### config.mk
export PLATFORM = sky130hd
export DESIGN_NAME = ev_ring_writer
export DESIGN_NICKNAME = d
export VERILOG_FILES = /design/src/rtl/ev_ring_pkg.sv /design/src/rtl/evr_regs.sv /design/src/rtl/evr_wptr.sv /design/src/rtl/evr_rec_out.sv /design/src/rtl/ev_ring_writer.sv
export SDC_FILE = /design/constraint.sdc
export NUM_CORES = 1
export LEC_CHECK = 0
export ABC_AREA = 1
export ABC_CLOCK_PERIOD_IN_PS = 4000
export BUFFER_PORTS_ARGS = -buffer_cell sky130_fd_sc_hd__buf_4
export CORE_MARGIN = 10
export CORE_UTILIZATION = 35
export CTS_CLUSTER_SIZE = 16
export DETAILED_ROUTE_END_ITERATION = 16
export PLACE_DENSITY = 0.56
export SETUP_SLACK_MARGIN = 0.3
export SLEW_MARGIN = 0
export SYNTH_ARGS = -nofsm -noshare
export SYNTH_HDL_FRONTEND = slang
export SYNTH_SLANG_ARGS = --single-unit
### constraint.sdc
create_clock -name clk -period 4 [get_ports clk]
set_input_delay 0.2 -clock clk [delete_from_list [all_inputs] [get_ports clk]]
set_output_delay 0.2 -clock clk [all_outputs]
set_load 0.01 [all_outputs]
### src/rtl/ev_ring_pkg.sv
// Shared constants and types for the completion event ring writer.
package ev_ring_pkg;
    localparam int REC_BYTES  = 16;   // bytes per event record
    localparam int REC_W      = 32;   // width of the record's first word
    localparam int CODE_LSB   = 28;   // completion code field position
    localparam int INFO_LSB   = 24;   // error-info field position
    localparam int EOB_REQ_BIT = 16;  // config bit requesting an end-of-block event

    localparam logic [3:0] CODE_OK  = 4'd1;
    localparam logic [3:0] CODE_ERR = 4'd4;

    typedef enum logic [1:0] {
        RSEL_LEN  = 2'd0,
        RSEL_WPTR = 2'd1,
        RSEL_DBL  = 2'd2
    } reg_sel_e;
endpackage

### src/rtl/evr_regs.sv
// Register port: ring length, write pointer readback, consumer doorbell.
// Assumes software writes only multiples of the record size.
module evr_regs
    import ev_ring_pkg::*;
#(
    parameter int PTR_W   = 16,
    parameter int DEF_LEN = 128
) (
    input  logic             clk,
    input  logic             rst_n,
    input  logic             reg_wr,
    input  logic [1:0]       reg_addr,
    input  logic [PTR_W-1:0] reg_wdata,
    input  logic [PTR_W-1:0] wptr,
    output logic [PTR_W-1:0] ring_len,
    output logic [PTR_W-1:0] rd_off,
    output logic [PTR_W-1:0] reg_rdata
);
    // Holds the programmed length and the consumer's posted read offset.
    always_ff @(posedge clk) begin
        if (!rst_n) begin
            ring_len <= PTR_W'(DEF_LEN);
            rd_off   <= '0;
        end else if (reg_wr) begin
            if (reg_addr == RSEL_LEN) ring_len <= reg_wdata;
            if (reg_addr == RSEL_DBL) rd_off   <= reg_wdata;
        end
    end

    // Combinational readback mux.
    always_comb begin
        unique case (reg_addr)
            RSEL_LEN:  reg_rdata = ring_len;
            RSEL_WPTR: reg_rdata = wptr;
            RSEL_DBL:  reg_rdata = rd_off;
            default:   reg_rdata = '0;
        endcase
    end
endmodule

### src/rtl/evr_wptr.sv
// Write pointer: advances one record slot per accepted completion, wraps
// at the ring length and flags full when the next slot is the read offset.
module evr_wptr
    import ev_ring_pkg::*;
#(
    parameter int PTR_W = 16
) (
    input  logic             clk,
    input  logic             rst_n,
    input  logic             advance,
    input  logic [PTR_W-1:0] ring_len,
    input  logic [PTR_W-1:0] rd_off,
    output logic [PTR_W-1:0] wptr,
    output logic             full
);
    localparam int SUM_W = PTR_W + 1;

    logic [SUM_W-1:0] step_sum;
    logic [PTR_W-1:0] next_ptr;

    // Next slot offset with wrap at the programmed length.
    always_comb begin
        step_sum = {1'b0, wptr} + SUM_W'(REC_BYTES);
        next_ptr = (step_sum >= {1'b0, ring_len}) ? '0 : step_sum[PTR_W-1:0];
        full     = (next_ptr == rd_off);
    end

    // Pointer register.
    always_ff @(posedge clk) begin
        if (!rst_n)       wptr <= '0;
        else if (advance) wptr <= next_ptr;
    end
endmodule

### src/rtl/evr_rec_out.sv
// Record formatter and output register: one registered write per accepted
// completion, with an end-of-block pulse when the config word asks for it.
module evr_rec_out
    import ev_ring_pkg::*;
#(
    parameter int PTR_W = 16
) (
    input  logic             clk,
    input  logic             rst_n,
    input  logic             take,
    input  logic [PTR_W-1:0] slot,
    input  logic [3:0]       code,
    input  logic [3:0]       info,
    input  logic             eob_req,
    output logic             rec_we,
    output logic [PTR_W-1:0] rec_addr,
    output logic [REC_W-1:0] rec_data,
    output logic             eob
);
    logic [REC_W-1:0] word;

    // Places code and info in their fields; all other bits are zero.
    always_comb begin
        word = '0;
        word[CODE_LSB +: 4] = code;
        word[INFO_LSB +: 4] = info;
    end

    // Registers the record write and the event pulse.
    always_ff @(posedge clk) begin
        if (!rst_n) begin
            rec_we   <= 1'b0;
            eob      <= 1'b0;
            rec_addr <= '0;
            rec_data <= '0;
        end else begin
            rec_we <= take;
            eob    <= take && eob_req;
            if (take) begin
                rec_addr <= slot;
                rec_data <= word;
            end
        end
    end
endmodule

### src/rtl/ev_ring_writer.sv
// Top: completion event ring writer. Accepts a completion when the ring is
// not full, writes one record the next cycle, advances the write pointer.
// Assumes the producer holds cmp_valid and its fields stable while busy.
module ev_ring_writer
    import ev_ring_pkg::*;
#(
    parameter int PTR_W   = 16,
    parameter int DEF_LEN = 128
) (
    input  logic             clk,
    input  logic             rst_n,
    input  logic             cmp_valid,
    input  logic [3:0]       cmp_code,
    input  logic [3:0]       cmp_info,
    input  logic [31:0]      cmp_cfg,
    output logic             busy,
    input  logic             reg_wr,
    input  logic [1:0]       reg_addr,
    input  logic [PTR_W-1:0] reg_wdata,
    output logic [PTR_W-1:0] reg_rdata,
    output logic             rec_we,
    output logic [PTR_W-1:0] rec_addr,
    output logic [REC_W-1:0] rec_data,
    output logic             eob
);
    logic [PTR_W-1:0] wptr;
    logic [PTR_W-1:0] ring_len;
    logic [PTR_W-1:0] rd_off;
    logic             full;
    logic             accept;

    // Acceptance and stall decision.
    always_comb begin
        busy   = cmp_valid && full;
        accept = cmp_valid && !full;
    end

    evr_regs #(.PTR_W(PTR_W), .DEF_LEN(DEF_LEN)) u_regs (
        .clk(clk), .rst_n(rst_n), .reg_wr(reg_wr), .reg_addr(reg_addr),
        .reg_wdata(reg_wdata), .wptr(wptr), .ring_len(ring_len),
        .rd_off(rd_off), .reg_rdata(reg_rdata)
    );

    evr_wptr #(.PTR_W(PTR_W)) u_wptr (
        .clk(clk), .rst_n(rst_n), .advance(accept), .ring_len(ring_len),
        .rd_off(rd_off), .wptr(wptr), .full(full)
    );

    evr_rec_out #(.PTR_W(PTR_W)) u_out (
        .clk(clk), .rst_n(rst_n), .take(accept), .slot(wptr),
        .code(cmp_code), .info(cmp_info), .eob_req(cmp_cfg[EOB_REQ_BIT]),
        .rec_we(rec_we), .rec_addr(rec_addr), .rec_data(rec_data), .eob(eob)
    );
endmodule

==> results_dict.tcl <==
set metrics [dict create \
    viasPerCell 4.90 \
    gp_congestion 0.822 \
    p_leak_nw 2.52 \
    final_cell_area_sq_um 5460 \
    p_switching_w 0.000788 \
    path_max_fanout 10 \
    worstPathArrival_ns 3.43 \
    ant_nets 0 \
    min_path_type "in -> reg" \
    p_seq_frac 0.365 \
    ys_seq_area_frac 0.343 \
    clock_sinks 74 \
    grt_usage 0.142 \
    netlist_instances 637 \
    skew_ns 0.00472 \
    intPower_w 0.00153 \
    rsz0062_at_grt "true" \
    switching_share 0.340 \
    hold_violations 0 \
    dieWidth_um 131 \
    yosys.area.top_type "dfxtp_1" \
    ys_types 27 \
    final_common_cell "nand2_1" \
    syn_avg_cell_area_sq_um 6.78 \
    ys_warn_count 0 \
    avgRoutedWirePerCell_um 15.0 \
    power_w 0.00232 \
    max_slew_margin 0.344 \
    worst_setup_path_start_kind "flop" \
    core_area_sq_um 12100 \
    rows 40 \
    cts_tree "yes" \
    max_freq_mhz 276 \
    diodes 0 \
    fin_crit_sh 0.907 \
    clk_pin_slew_ns 0.05 \
    tns_ns 0 \
    nets 786 \
    pwr-share-clk 0.309 \
    utilization 0.453 \
    place_hpwl_mm 8.84 \
    endpoint_kind "output port" \
    synth_area_leaders "dfxtp_1 (34%), nand2_1 (12%), a21oi_1 (7.9%)" \
    fp.dieArea_sq_um 17200 \
    synth.top_cell.area_share 0.343 \
    numCtsBuffers 9 \
    grt_start_max_net_pins 72 \
    drive_gt1_frac 0.208 \
    drt_pass1_iterations 5 \
    first_global_vias 3897 \
    worst_pin_slew_ns 0.982 \
    area_growth_pct 26.4 \
    io_pins 129 \
    cts_htree_levels 3 \
    overflow 0 \
    p_comb_frac 0.326 \
    cellPowerDensity_nw_per_um2 425 \
    netlist_area_sq_um 4320 \
    clock_latency_ns 0.33 \
    grt_pass1_wl_mm 20.4 \
    antenna_found_initial 0 \
    cts.path.max_buffers 2 \
    critPathKind "reg -> out" \
    irDropWorstVdd_mv 0.228 \
    wirelength_mm 13.2 \
    synth.ff_latch_count 74 \
    drc 0 \
    vias 4306 \
    placed_cell_area_sq_um 4860 \
    chipHeight_um 131 \
    drtIter0Drc 279 \
    fin_crit_ns 3.63 \
    n_fill_cell 1243 \
    setup_viol 0 \
    cts_root_buf "clkbuf_16" \
    numPortBuffers 73 \
    final_cell_mix "nand2_1 (132), buf_4 (88), a21oi_1 (68), dfxtp_1 (68), inv_1 (63)" \
    max_cap_violations 0 \
    final_max_slew_viol_count 0 \
    start_util 0.358 \
    crit_required_ns 3.80 \
    status "finished, final reports clean" \
]
cell families (layout without fill, tap and decap cells):
logic type	count (synthesis)	after routing	share of synthesized area
AND/OR/NAND/NOR	290	291	0.296
buffers and inverters	129	178	0.145
XOR/XNOR	6	6	0.0122
other	1	24	0.000868
adder cells (fa/ha/maj)	17	17	0.0492
flip-flops	74	74	0.343
AO/OA/AOI/OAI	120	120	0.154
Yosys cell counts (all sizes together):
| cell type | count |
|---|---|
| inv | 67 |
| xor2 | 6 |
| a21o | 1 |
| clkbuf | 18 |
| nor3b | 1 |
| o21ai | 34 |
| nand2 | 138 |
| a21oi | 68 |
| ha | 17 |
| buf | 44 |
| nand3b | 10 |
| o221ai | 15 |
| dfxtp | 74 |
| conb | 1 |
| o211ai | 2 |
| nor2 | 73 |
| nand3 | 51 |
| nand4 | 17 |
area by class of cell:
| cell class | count | area [sq um] | area share |
|---|---|---|---|
| flip-flops and latches | 74 | 1500 | 0.275 |
| repair buffers | 97 | 772 | 0.141 |
| multi-input cells | 458 | 2470 | 0.452 |
| clock buffers | 14 | 254 | 0.0465 |
| well taps | 168 | 210 | 0.0385 |
| inverters | 67 | 256 | 0.0470 |
final timing paths:
check | endpoint | cells past startpoint | startpoint | slack, ns
setup / recovery | busy | 24 | u_wptr.wptr[4]$_SDFFE_PN0P_ | 0.37
hold / removal | u_regs.ring_len[7]$_SDFFE_PN1P_ | 3 | reg_wdata[7] | 0.11
hold reg to reg | u_out.rec_addr[2]$_SDFFE_PN0P_ | 2 | u_out.rec_addr[2]$_SDFFE_PN0P_ | 0.48
setup reg to reg | u_wptr.wptr[1]$_SDFFE_PN0P_ | 26 | u_wptr.wptr[4]$_SDFFE_PN0P_ | 0.50
timing repair:
action                     in CTS  in global routing
buffers inserted                1                 11
gates resized for setup        23                 28
hold buffers                    0                  0
gates cloned                    3                  2
setup endpoints to repair      22                 29
pin swaps                       5                 15
flip-flops by register name, indices dropped and copies added, names as in the netlist:
register         count
u_out.rec_addr      16
u_regs.rd_off       16
u_regs.ring_len     16
u_wptr.wptr         16
u_out.rec_data       8
u_out.eob            1
u_out.rec_we         1
critical path: stages, from the launching register on:
cell and delay (ns):
dfxtp_4 0.37, buf_4 0.12, nand3_4 0.08, inv_4 0.08
nand2_1 0.06, nor2_2 0.14, nand2_1 0.07, nand2_1 0.07
nand2_2 0.10, ha_4 0.28, nand2_1 0.07, nor2_1 0.10
nand2_1 0.09, o21ai_2 0.20, nor2_4 0.08, buf_2 0.21
nand4_1 0.10, nand2_1 0.08, nor2_2 0.13, nand2_1 0.08
nor2_2 0.15, nand2_4 0.09, buf_12 0.15, nor2_4 0.09
buf_6 0.11
routing by layer:
layer,vias to the layer above,wire length [um],GRT usage
met5,-,0,0
met2,178,5750,0.213
li1,2181,-,-
met4,0,148,0.0394
met1,1934,6250,0.190
met3,13,1020,0.0434
stage by stage:
| step | std cells | worst slack, ns | hold slack (ns) |
|---|---|---|---|
| after floorplan | 660 | 0.915 | 0.330 |
| after global placement | 847 | 0.306 | 0.438 |
| after detailed placement | 847 | 0.249 | 0.446 |
| after CTS | 865 | 0.302 | 0.0999 |
| after global routing | 878 | 0.186 | 0.128 |
| final | 878 | 0.373 | 0.111 |
power groups by stage:
stage	Sequential, W	Combinational (W)	Clock, W
after detailed placement	0.000856	0.000626	0
final	0.000847	0.000755	0.000717
after global placement	0.000853	0.000618	0
after CTS	0.000844	0.000686	0.000741
after global routing	0.000855	0.000835	0.000773
after floorplan	0.000862	0.000443	0
Note: power is estimated with default switching activity, not from simulation.
